==> src/rtl/rtc_pkg.sv <==
package rtc_pkg;

  localparam logic [6:0] A_SEC  = 7'h00;
  localparam logic [6:0] A_MIN  = 7'h02;
  localparam logic [6:0] A_HOUR = 7'h04;
  localparam logic [6:0] A_DAY  = 7'h07;
  localparam logic [6:0] A_MON  = 7'h08;
  localparam logic [6:0] A_YEAR = 7'h09;
  localparam logic [6:0] A_STA  = 7'h0A;
  localparam logic [6:0] A_STB  = 7'h0B;

  localparam int B_H24 = 1;
  localparam int B_BIN = 2;

  localparam int F_SEC  = 0;
  localparam int F_MIN  = 1;
  localparam int F_HOUR = 2;
  localparam int F_DAY  = 3;
  localparam int F_MON  = 4;
  localparam int F_YEAR = 5;
  localparam int NFIELD = 6;

  typedef struct packed {
    logic [6:0] year;
    logic [3:0] mon;
    logic [4:0] day;
    logic [4:0] hour;
    logic [5:0] min;
    logic [5:0] sec;
  } rtc_time_t;

  function automatic logic is_mapped(input logic [6:0] a);
    case (a)
      A_SEC, A_MIN, A_HOUR, A_DAY, A_MON, A_YEAR, A_STA, A_STB: return 1'b1;
      default: return 1'b0;
    endcase
  endfunction

  function automatic logic [7:0] to_bcd(input logic [6:0] v);
    logic [6:0] tens;
    logic [6:0] ones;
    tens = v / 7'd10;
    ones = v % 7'd10;
    return {tens[3:0], ones[3:0]};
  endfunction

  function automatic logic [6:0] from_bcd(input logic [7:0] b);
    logic [7:0] s;
    s = 8'(b[7:4]) * 8'd10 + 8'(b[3:0]);
    return s[6:0];
  endfunction

  function automatic logic [7:0] enc_field(input logic [6:0] v, input logic bin);
    return bin ? {1'b0, v} : to_bcd(v);
  endfunction

  function automatic logic [6:0] dec_field(input logic [7:0] b, input logic bin);
    return bin ? b[6:0] : from_bcd(b);
  endfunction

  function automatic logic [7:0] enc_hour(input logic [4:0] h, input logic bin,
                                          input logic h24);
    logic [4:0] h12;
    logic       pm;
    logic [7:0] e;
    if (h24) return enc_field({2'b00, h}, bin);
    pm  = (h >= 5'd12);
    h12 = (h == 5'd0) ? 5'd12 : ((h > 5'd12) ? h - 5'd12 : h);
    e   = enc_field({2'b00, h12}, bin);
    return {pm, e[6:0]};
  endfunction

  function automatic logic [4:0] dec_hour(input logic [7:0] b, input logic bin,
                                          input logic h24);
    logic [6:0] v;
    logic [4:0] base;
    if (h24) begin
      v = dec_field(b, bin);
      return v[4:0];
    end
    v    = dec_field({1'b0, b[6:0]}, bin);
    base = (v == 7'd12) ? 5'd0 : v[4:0];
    return b[7] ? base + 5'd12 : base;
  endfunction

  function automatic logic [4:0] month_days(input logic [3:0] m, input logic leap);
    case (m)
      4'd2:                      return leap ? 5'd29 : 5'd28;
      4'd4, 4'd6, 4'd9, 4'd11:   return 5'd30;
      default:                   return 5'd31;
    endcase
  endfunction

endpackage

==> src/rtl/rtc_update_seq.sv <==
module rtc_update_seq #(
  parameter int UIP_CYCLES = 8
) (
  input  logic clk,
  input  logic rst_n,
  input  logic tick,
  output logic uip,
  output logic commit
);
  localparam int CW = (UIP_CYCLES > 1) ? $clog2(UIP_CYCLES) : 1;
  localparam logic [CW-1:0] LAST = CW'(UIP_CYCLES - 1);

  logic          busy;
  logic [CW-1:0] cnt;

  always_ff @(posedge clk) begin
    if (!rst_n) begin
      busy <= 1'b0;
      cnt  <= '0;
    end else if (!busy) begin
      if (tick) begin
        busy <= 1'b1;
        cnt  <= '0;
      end
    end else if (cnt == LAST) begin
      busy <= 1'b0;
    end else begin
      cnt <= cnt + 1'b1;
    end
  end

  assign uip    = busy;
  assign commit = busy && (cnt == LAST);
endmodule

==> src/rtl/rtc_time_core.sv <==
module rtc_time_core
  import rtc_pkg::*;
(
  input  logic              clk,
  input  logic              rst_n,
  input  logic              commit,
  input  logic [NFIELD-1:0] wr_mask,
  input  rtc_time_t         wr_val,
  output rtc_time_t         cur
);
  rtc_time_t  adv;
  rtc_time_t  nxt;
  logic [4:0] dim;
  logic       c_min, c_hr, c_day, c_mon, c_yr;

  assign dim = month_days(cur.mon, cur.year[1:0] == 2'b00);

  always_comb begin
    adv   = cur;
    c_min = (cur.sec >= 6'd59);
    c_hr  = c_min && (cur.min >= 6'd59);
    c_day = c_hr && (cur.hour >= 5'd23);
    c_mon = c_day && (cur.day >= dim);
    c_yr  = c_mon && (cur.mon >= 4'd12);
    adv.sec = c_min ? 6'd0 : cur.sec + 6'd1;
    if (c_min) adv.min  = c_hr  ? 6'd0 : cur.min + 6'd1;
    if (c_hr)  adv.hour = c_day ? 5'd0 : cur.hour + 5'd1;
    if (c_day) adv.day  = c_mon ? 5'd1 : cur.day + 5'd1;
    if (c_mon) adv.mon  = c_yr  ? 4'd1 : cur.mon + 4'd1;
    if (c_yr)  adv.year = (cur.year >= 7'd99) ? 7'd0 : cur.year + 7'd1;
  end

  always_comb begin
    nxt = commit ? adv : cur;
    if (wr_mask[F_SEC])  nxt.sec  = wr_val.sec;
    if (wr_mask[F_MIN])  nxt.min  = wr_val.min;
    if (wr_mask[F_HOUR]) nxt.hour = wr_val.hour;
    if (wr_mask[F_DAY])  nxt.day  = wr_val.day;
    if (wr_mask[F_MON])  nxt.mon  = wr_val.mon;
    if (wr_mask[F_YEAR]) nxt.year = wr_val.year;
  end

  always_ff @(posedge clk) begin
    if (!rst_n) begin
      cur.sec  <= 6'd0;
      cur.min  <= 6'd0;
      cur.hour <= 5'd0;
      cur.day  <= 5'd1;
      cur.mon  <= 4'd1;
      cur.year <= 7'd0;
    end else begin
      cur <= nxt;
    end
  end
endmodule

==> src/rtl/rtc_wr_decode.sv <==
module rtc_wr_decode
  import rtc_pkg::*;
(
  input  logic              wr_en,
  input  logic [6:0]        sel,
  input  logic [7:0]        wdata,
  input  logic [7:0]        stb,
  output logic [NFIELD-1:0] wr_mask,
  output rtc_time_t         wr_val
);
  logic       bin;
  logic       h24;
  logic [6:0] v;

  assign bin = stb[B_BIN];
  assign h24 = stb[B_H24];
  assign v   = dec_field(wdata, bin);

  always_comb begin
    wr_mask = '0;
    wr_val  = '0;
    if (wr_en) begin
      case (sel)
        A_SEC:  begin wr_mask[F_SEC]  = 1'b1; wr_val.sec  = v[5:0]; end
        A_MIN:  begin wr_mask[F_MIN]  = 1'b1; wr_val.min  = v[5:0]; end
        A_HOUR: begin wr_mask[F_HOUR] = 1'b1; wr_val.hour = dec_hour(wdata, bin, h24); end
        A_DAY:  begin wr_mask[F_DAY]  = 1'b1; wr_val.day  = v[4:0]; end
        A_MON:  begin wr_mask[F_MON]  = 1'b1; wr_val.mon  = v[3:0]; end
        A_YEAR: begin wr_mask[F_YEAR] = 1'b1; wr_val.year = v; end
        default: ;
      endcase
    end
  end
endmodule

==> src/rtl/rtc_reg_view.sv <==
module rtc_reg_view
  import rtc_pkg::*;
(
  input  rtc_time_t  cur,
  input  logic [6:0] sel,
  input  logic [7:0] stb,
  input  logic [6:0] sta_low,
  input  logic       uip,
  output logic [7:0] rdata
);
  logic bin;
  assign bin = stb[B_BIN];

  always_comb begin
    case (sel)
      A_SEC:  rdata = enc_field({1'b0, cur.sec}, bin);
      A_MIN:  rdata = enc_field({1'b0, cur.min}, bin);
      A_HOUR: rdata = enc_hour(cur.hour, bin, stb[B_H24]);
      A_DAY:  rdata = enc_field({2'b00, cur.day}, bin);
      A_MON:  rdata = enc_field({3'b000, cur.mon}, bin);
      A_YEAR: rdata = enc_field(cur.year, bin);
      A_STA:  rdata = {uip, sta_low};
      A_STB:  rdata = stb;
      default: rdata = 8'h00;
    endcase
  end
endmodule

==> src/rtl/rtc_idxbank.sv <==
module rtc_idxbank
  import rtc_pkg::*;
#(
  parameter int UIP_CYCLES = 8
) (
  input  logic       clk,
  input  logic       rst_n,
  input  logic       tick_1hz,
  input  logic       idx_wr,
  input  logic       data_wr,
  input  logic [7:0] bus_wdata,
  output logic [7:0] bus_rdata,
  output logic       nmi_mask
);
  logic [6:0]        sel_idx;
  logic              nmi_q;
  logic [6:0]        sta_low;
  logic [7:0]        stb;
  logic              uip;
  logic              commit;
  logic [NFIELD-1:0] wr_mask;
  rtc_time_t         wr_val;
  rtc_time_t         cur;

  always_ff @(posedge clk) begin
    if (!rst_n) begin
      sel_idx <= 7'd0;
      nmi_q   <= 1'b0;
      sta_low <= 7'd0;
      stb     <= 8'h02;
    end else begin
      if (idx_wr) begin
        sel_idx <= bus_wdata[6:0];
        nmi_q   <= bus_wdata[7];
      end
      if (data_wr && sel_idx == A_STA) sta_low <= bus_wdata[6:0];
      if (data_wr && sel_idx == A_STB) stb     <= bus_wdata;
    end
  end

  assign nmi_mask = nmi_q;

  rtc_update_seq #(.UIP_CYCLES(UIP_CYCLES)) u_seq (
    .clk    (clk),
    .rst_n  (rst_n),
    .tick   (tick_1hz),
    .uip    (uip),
    .commit (commit)
  );

  rtc_wr_decode u_wdec (
    .wr_en   (data_wr),
    .sel     (sel_idx),
    .wdata   (bus_wdata),
    .stb     (stb),
    .wr_mask (wr_mask),
    .wr_val  (wr_val)
  );

  rtc_time_core u_core (
    .clk     (clk),
    .rst_n   (rst_n),
    .commit  (commit),
    .wr_mask (wr_mask),
    .wr_val  (wr_val),
    .cur     (cur)
  );

  rtc_reg_view u_view (
    .cur     (cur),
    .sel     (sel_idx),
    .stb     (stb),
    .sta_low (sta_low),
    .uip     (uip),
    .rdata   (bus_rdata)
  );
endmodule

==> config.mk <==
export PLATFORM = sky130hd
export DESIGN_NAME = rtc_idxbank
export DESIGN_NICKNAME = d
export VERILOG_FILES = /design/src/rtl/rtc_pkg.sv /design/src/rtl/rtc_update_seq.sv /design/src/rtl/rtc_time_core.sv /design/src/rtl/rtc_wr_decode.sv /design/src/rtl/rtc_reg_view.sv /design/src/rtl/rtc_idxbank.sv
export SDC_FILE = /design/constraint.sdc
export NUM_CORES = 1
export LEC_CHECK = 0
export BUFFER_PORTS_ARGS = -buffer_cell sky130_fd_sc_hd__buf_4
export CAP_MARGIN = 20
export CORE_ASPECT_RATIO = 0.8
export CORE_MARGIN = 5
export CORE_UTILIZATION = 32
export CTS_CLUSTER_DIAMETER = 120
export DETAILED_ROUTE_END_ITERATION = 6
export PLACE_DENSITY_LB_ADDON = 0.2
export SETUP_SLACK_MARGIN = 0.02
export SKIP_CTS_REPAIR_TIMING = 1
export SLEW_MARGIN = 5
export SYNTH_ARGS = -nofsm -noshare
export SYNTH_HDL_FRONTEND = slang
export SYNTH_SLANG_ARGS = --single-unit
==> constraint.sdc <==
create_clock -name clk -period 9.4 [get_ports clk]
set_clock_uncertainty 0.2 [all_clocks]
set_input_delay 0.47 -clock clk [delete_from_list [all_inputs] [get_ports clk]]
set_output_delay 0.47 -clock clk [all_outputs]
set_load 0.02 [all_outputs]
==> results of run 1 <==
[kinds of logic after synthesis]
family / Yosys count / synth area share [%]
AOI/OAI and AO/OA: 274 / 29.0
xor gates and xnor gates: 17 / 2.33
buffers and inverters: 99 / 6.15
and+or+nand+nor: 330 / 25.8
DFF: 60 / 18.8
muxes: 40 / 6.56
adders and majority gates: 57 / 11.4
[final cells by class]
class / count / area, µm²
multi-input cells: 718 / 4800
clock inverters: 7 / 82.6
clock buffers: 9 / 225
well taps: 264 / 330
inverters: 41 / 154
flip-flops and latches: 60 / 1200
fillers: 2106 / 12700
repair buffers: 28 / 210
[metal layers]
layer  vias to the layer above  track usage [%]  share of wire [%]
met3                        27             2.67                5.9
li1                       3227                -                  -
met4                         0             3.61                1.3
met1                      3095             30.0                 54
met2                       193             24.3                 39
met5                         -                0                  0
[registers in the layout (all words and copies together) (netlist names)]
register	count
sel_idx	7
stb	8
sta_low	7
u_core.cur	33
nmi_mask	1
u_seq.cnt	3
u_seq.uip	1
[Yosys cell counts, types with 8 or more instances]
cell type	number
o211ai_1	18
nand2b_1	12
nand3_1	39
xnor2_1	11
and2_1	8
a31oi_1	16
a211oi_1	24
and3_1	10
nand2_1	60
nand3b_1	10
nor2_1	90
or2_2	8
clkbuf_1	41
inv_1	40
a221oi_1	9
a21oi_1	58
nor4_1	10
nor3_1	33
ha_1	55
o21ai_0	65
buf_2	10
a22oi_1	10
dfxtp_1	60
nor2b_1	23
mux2i_1	34
[critical path, delay by kind of cell (launching register included)]
kind            cells  cell delay [ns]
buf+inv             4             0.60
fa+ha+maj           4             1.01
xor+xnor            1             0.22
simple gates        2             0.69
flops               1             0.69
compound gates      5             1.13
mux                 1             0.27
[how the worst min path moves through the flow]
stage,start,to,cells after the start
final,rst_n,stb[1],2
after detailed placement,stb[7],stb[7],2
after CTS,rst_n,stb[1],2
after global routing,rst_n,stb[1],2
after global placement,stb[0],stb[0],2
after floorplan,sta_low[0],sta_low[0],2
[stage by stage]
step	utilization, %	setup WS [ns]	std cells
after floorplan	-	4.82	877
after global placement	33.9	4.30	1111
after detailed placement	33.9	4.24	1111
after CTS	35.5	3.84	1127
after global routing	35.5	3.46	1127
final	35.5	3.79	1127
[power by group]
| group | leakage (nW) | total [mW] | internal [mW] | switching, mW |
|---|---|---|---|---|
| logic | 2.05 | 0.206 | 0.0763 | 0.130 |
| clock network | 0.145 | 0.350 | 0.209 | 0.141 |
| registers | 0.488 | 0.284 | 0.263 | 0.0214 |
==> summary.txt, run 1 <==
Worst hold path type: in2reg
Arr. time, crit path: 4.94 ns
CP dominant cell by count: ha_1
WL/cell: 18.6 µm
Largest net degree at the start of global routing: 59
Final wirelength: 21.0 mm
Final hold violation count: 0
Reg2reg end: u_core.cur[30]
Commonest non-fill, non-tap cell in the layout: nor2_1
Area overhead of the layout relative to synthesis: 9.55%
Worst Setup SP: u_core.cur[15]
Crit path to: bus_rdata[4]
Top cells by area, synth: dfxtp_1 19%, ha_1 11%, mux2i_1 5.3%
CP Cell Sequence: inv_1, ha_1, mux2_2, o31ai_1, nand2_1, inv_1, ha_1, inv_1, ha_1, a31oi_4, xor2_1, ha_1, o41ai_1, a311oi_2, a2111oi_0, or3b_1, buf_4
Setup_tns: 0 ns
Max Freq: 178 MHz
DR DRC count: 0
Hold Slack: 0.197 ns
Most frequent cells in the layout: 90 x nor2_1, 63 x o21ai_0, 60 x nand2_1, 59 x dfxtp_1, 58 x a21oi_1
Max-cap viol count: 0
Max_slew headroom: 31.6%
Internal reg-to-reg setup slack: 5.53 ns
Clock Path Buffers: 2
Main synth FF type: dfxtp_1
FF-to-FF Start: u_core.cur[3]
Synth Register Bits: 60
Avg Inst Size Synth: 7.29 µm²
First-pass GRT wire length: 33.3 mm
Antenna fix cells: 0
Total power: 840 µW
Peak supply drop: 0.0000925 V
Outcome: completed
Crit. End Element: output port
RSZ-0062 raised after global routing: no
Root Buffer: clkbuf_16
CTS tree: built
Setup Crit Path Kind: reg2out
Mapped Area: 6390 µm²
Asr flop ratio synth: 0%
CTS clock-pin slew for the worst setup and hold paths: 0.06 ns
Initial Utilization: 32.4%
Core area: 19,700 µm²
Worst R2R Path Depth: 9
Post-route ant nets: 0
DR vias: 6,542
Total track usage: 18.2%
Actual slew at the worst max-slew pin: 1.02 ns
Initial antenna violation count: 0
Nets: 928
Die H: 136 µm
Syn. warnings: 0
CP max FO: 19
Setup Viol. Count Final: 0
Port bufs: 21
CTS buffer count: 9
Final period utilization: 59.7%
Slew Limit Fails: 0
Netlist cell types: 82
CTS Sinks: 60
Clock latency on the worst-skew pair: 0.35 ns
Critical Path Start Type: register
Number of global-route vias before repair: 5,709
Critical path's largest stage delay: 0.69 ns
Seq/Total Area, Yosys: 18.8%
# rows: 46
H-tree level count: 3
Weighted congestion at the end of routability-driven global placement: 0.854
Leading area contributor after synthesis: dfxtp_1
Tmin final: 5.61 ns
Critical path data required time: 8.73 ns
GRT Residual Overflow: 0
PD cells: 120 nW/µm²
Dpl hpwl: 15.4 mm
Leak pwr: 2.69 nW
Post-synth EDFFs: 0
Syn Nets: 947
Die area: 22,900 µm²
Slowest-stage cell, CP: dfxtp_1
I/O pins: 22
Layout cells sized above 1: 8.11%
Via-per-instance ratio: 5.80
Chip Width: 168 µm
Design Area, Final: 7000 µm²
Mapped Cells: 877
Drt initial violations: 664
Pre-antenna DRT Iters: 6
Placed instance area: 6700 µm²
Synth top area share: 18.8%
Power figures use the tool's default switching activity.
==> run 2, diff against run 1 <==
==> constraint.sdc (replaced) <==
create_clock -name clk -period 4.53 [get_ports clk]
set_clock_uncertainty 0.2 [all_clocks]
set_input_delay 0.2265 -clock clk [delete_from_list [all_inputs] [get_ports clk]]
set_output_delay 0.2265 -clock clk [all_outputs]
set_load 0.02 [all_outputs]
==> summary.txt, run 2 (same netlist as run 1, synthesis figures left out) <==
Outcome: complete, but fails checks
Violated checks: negative hold slack
Actual slew at the worst max-slew pin: 1.02 ns (-0.00284 ns)
Worst hold endpoint: stb[1]
Largest Register: u_core.cur
DR DRC count: 0 (unchanged)
Via-per-instance ratio: 5.68 (-2.1%)
Worst R2R Path Depth: 10 (+1)
Setup Viol. Count Final: 0 (unchanged)
Crit. End Element: output port
Max-cap viol count: 0 (unchanged)
Max_slew headroom: 31.8% (+0.19 points)
Final Instance Count excl. Fillers: 1,153 (+2.3%)
WL/cell: 18.6 µm (-0.20%)
FF-to-FF Start: u_core.cur[5]
Peak supply drop: 0.000171 V (+85%)
H-tree level count: 3 (unchanged)
Drt initial violations: 605 (-8.9%)
Leak pwr: 2.81 nW (+4.4%)
Total track usage: 18.6% (+0.36 points)
Comb pwr share: 27.7% (+3.1 points)
Weighted congestion at the end of routability-driven global placement: 0.859 (+0.68%)
Chip Width: 168 µm (unchanged)
Port bufs: 21 (unchanged)
I/O pins: 22 (unchanged)
Worst hold path type: in2reg
Die H: 136 µm (unchanged)
GRT Residual Overflow: 0 (unchanged)
Setup Crit Path Kind: reg2out
Initial antenna violation count: 0 (unchanged)
Critical path data required time: 4.10 ns (-4.63 ns)
RSZ-0062 raised after global routing: yes
CTS Sinks: 60 (unchanged)
Sequential fraction of design power: 33.6% (-0.2 points)
Switching Fraction: 34.9% (+0.13 points)
Switching power: 597 µW (+100%)
Final wirelength: 21.4 mm (+2.1%)
CTS tree: built
Largest net degree at the start of global routing: 45 (-24%)
Clock Path Buffers: 2 (unchanged)
Setup_tns: 0 ns (unchanged)
CP max FO: 6 (-13)
Nets: 954 (+2.8%)
Final hold violation count: 8 (+8)
Final period utilization: 96.8%
Antenna fix cells: 0 (unchanged)
First-pass GRT wire length: 33.9 mm (+1.8%)
Dpl ws: 0.210 ns (-4.03 ns)
Layout cells sized above 1: 12.1% (+4.0 points)
WHS Path Cells: 3 (+1)
Arr. time, crit path: 3.96 ns (-0.98 ns)
Number of global-route vias before repair: 5,901 (+3.4%)
Root Buffer: clkbuf_16
Min-delay src: bus_wdata[1]
Total power: 1.71 mW (+100%)
Commonest non-fill, non-tap cell in the layout: nor2_1
Tmin final: 4.38 ns
Worst setup margin: 0.146 ns (-3.64 ns)
Core area: 19,700 µm² (unchanged)
Pre-antenna DRT Iters: 5 (-1)
Critical Path Start Type: register
Reg2reg end: u_core.cur[31]
Internal power: 1.11 mW (+100%)
Max reg flops: 33 (unchanged)
# rows: 46 (unchanged)
Max Freq: 228 MHz
Clock group share of total power: 38.7% (-2.9 points)
DR vias: 6,553 (+0.17%)
Dpl hpwl: 16.0 mm (+3.6%)
Placed Cells: 1,132 (+1.9%)
Clock latency on the worst-skew pair: 0.35 ns (about the same)
Hold Slack: -0.0328 ns (-0.230 ns)
Initial Utilization: 32.4% (unchanged)
PD cells: 236 nW/µm² (+97%)
CTS buffer count: 9 (unchanged)
Post-route ant nets: 0 (unchanged)
Internal reg-to-reg setup slack: 1.04 ns (-4.49 ns)
Die area: 22,900 µm² (unchanged)
CTS clock-pin slew for the worst setup and hold paths: 0.06 ns (about the same)
Most frequent cells in the layout: 89 x nor2_1, 64 x o21ai_0, 60 x nand2_1, 58 x a21oi_1, 56 x dfxtp_1
Top Registers: u_core.cur x33, stb x8
Area overhead of the layout relative to synthesis: 13.1%
Slew Limit Fails: 0 (unchanged)
==> run 2: cell count changes in the layout (fill, tap and decap cells not counted), moves of 2 or more <==
cell     delta
buf_4      +25
dfxtp_1     -3
dfxtp_2     +2
ha_1        -2
ha_2        +2
o31ai_1     -2
==> run 2: worst max path at each step <==
stage,startpoint,endpoint,cells past startpoint
finish,u_core.cur[15],bus_rdata[4],17
CTS,u_core.cur[15],bus_rdata[4],17
floorplan,u_core.cur[12],bus_rdata[1],18
global placement,u_core.cur[15],bus_rdata[4],17
global route,u_core.cur[14],bus_rdata[2],19
detailed placement,u_core.cur[15],bus_rdata[4],17
==> run 2: power groups by stage <==
stage	clock network (mW)	logic, mW	registers, mW
floorplan	0	0.307	0.569
global placement	0	0.452	0.584
finish	0.661	0.474	0.575
detailed placement	0	0.449	0.584
global route	0.695	0.519	0.578
CTS	0.673	0.452	0.573
==> run 2: layout make-up <==
class / count / area (µm²)
clock buffer: 11 / 243
clock inverter: 5 / 36.3
fill: 2133 / 12500
inverter: 41 / 154
multi-input combinational: 718 / 4850
sequential: 60 / 1210
tap: 264 / 330
timing repair buffer: 54 / 408
==> run 2: metal layers <==
layer  wire length (µm)  track usage, %  vias up  part of all wire, %
met2               8460            25.6      193                   40
met3               1370            3.43       29                  6.4
met4                348            4.15        0                  1.6
li1                   -               -     3267                    -
met5                  0               0        -                    0
met1              11200            29.3     3064                   52
==> run 2: worst max-delay path: stages, from the launching register on <==
cell       delay, ns
dfxtp_4         0.38
inv_2           0.07
ha_1            0.30
mux2_2          0.28
o31ai_2         0.08
nand2_1         0.11
inv_1           0.09
ha_1            0.15
inv_1           0.04
ha_1            0.24
a31oi_4         0.21
xor2_2          0.20
ha_2            0.23
a211oi_1        0.08
a311oi_2        0.39
a2111oi_2       0.13
or3b_1          0.45
buf_4           0.19
==> run 2: per-stage QoR <==
stage               utilization [%]  area (µm²)
global placement               34.7        6850
CTS                            36.1        7130
floorplan                         -        6390
global route                   36.6        7230
finish                         36.6        7230
detailed placement             34.7        6850
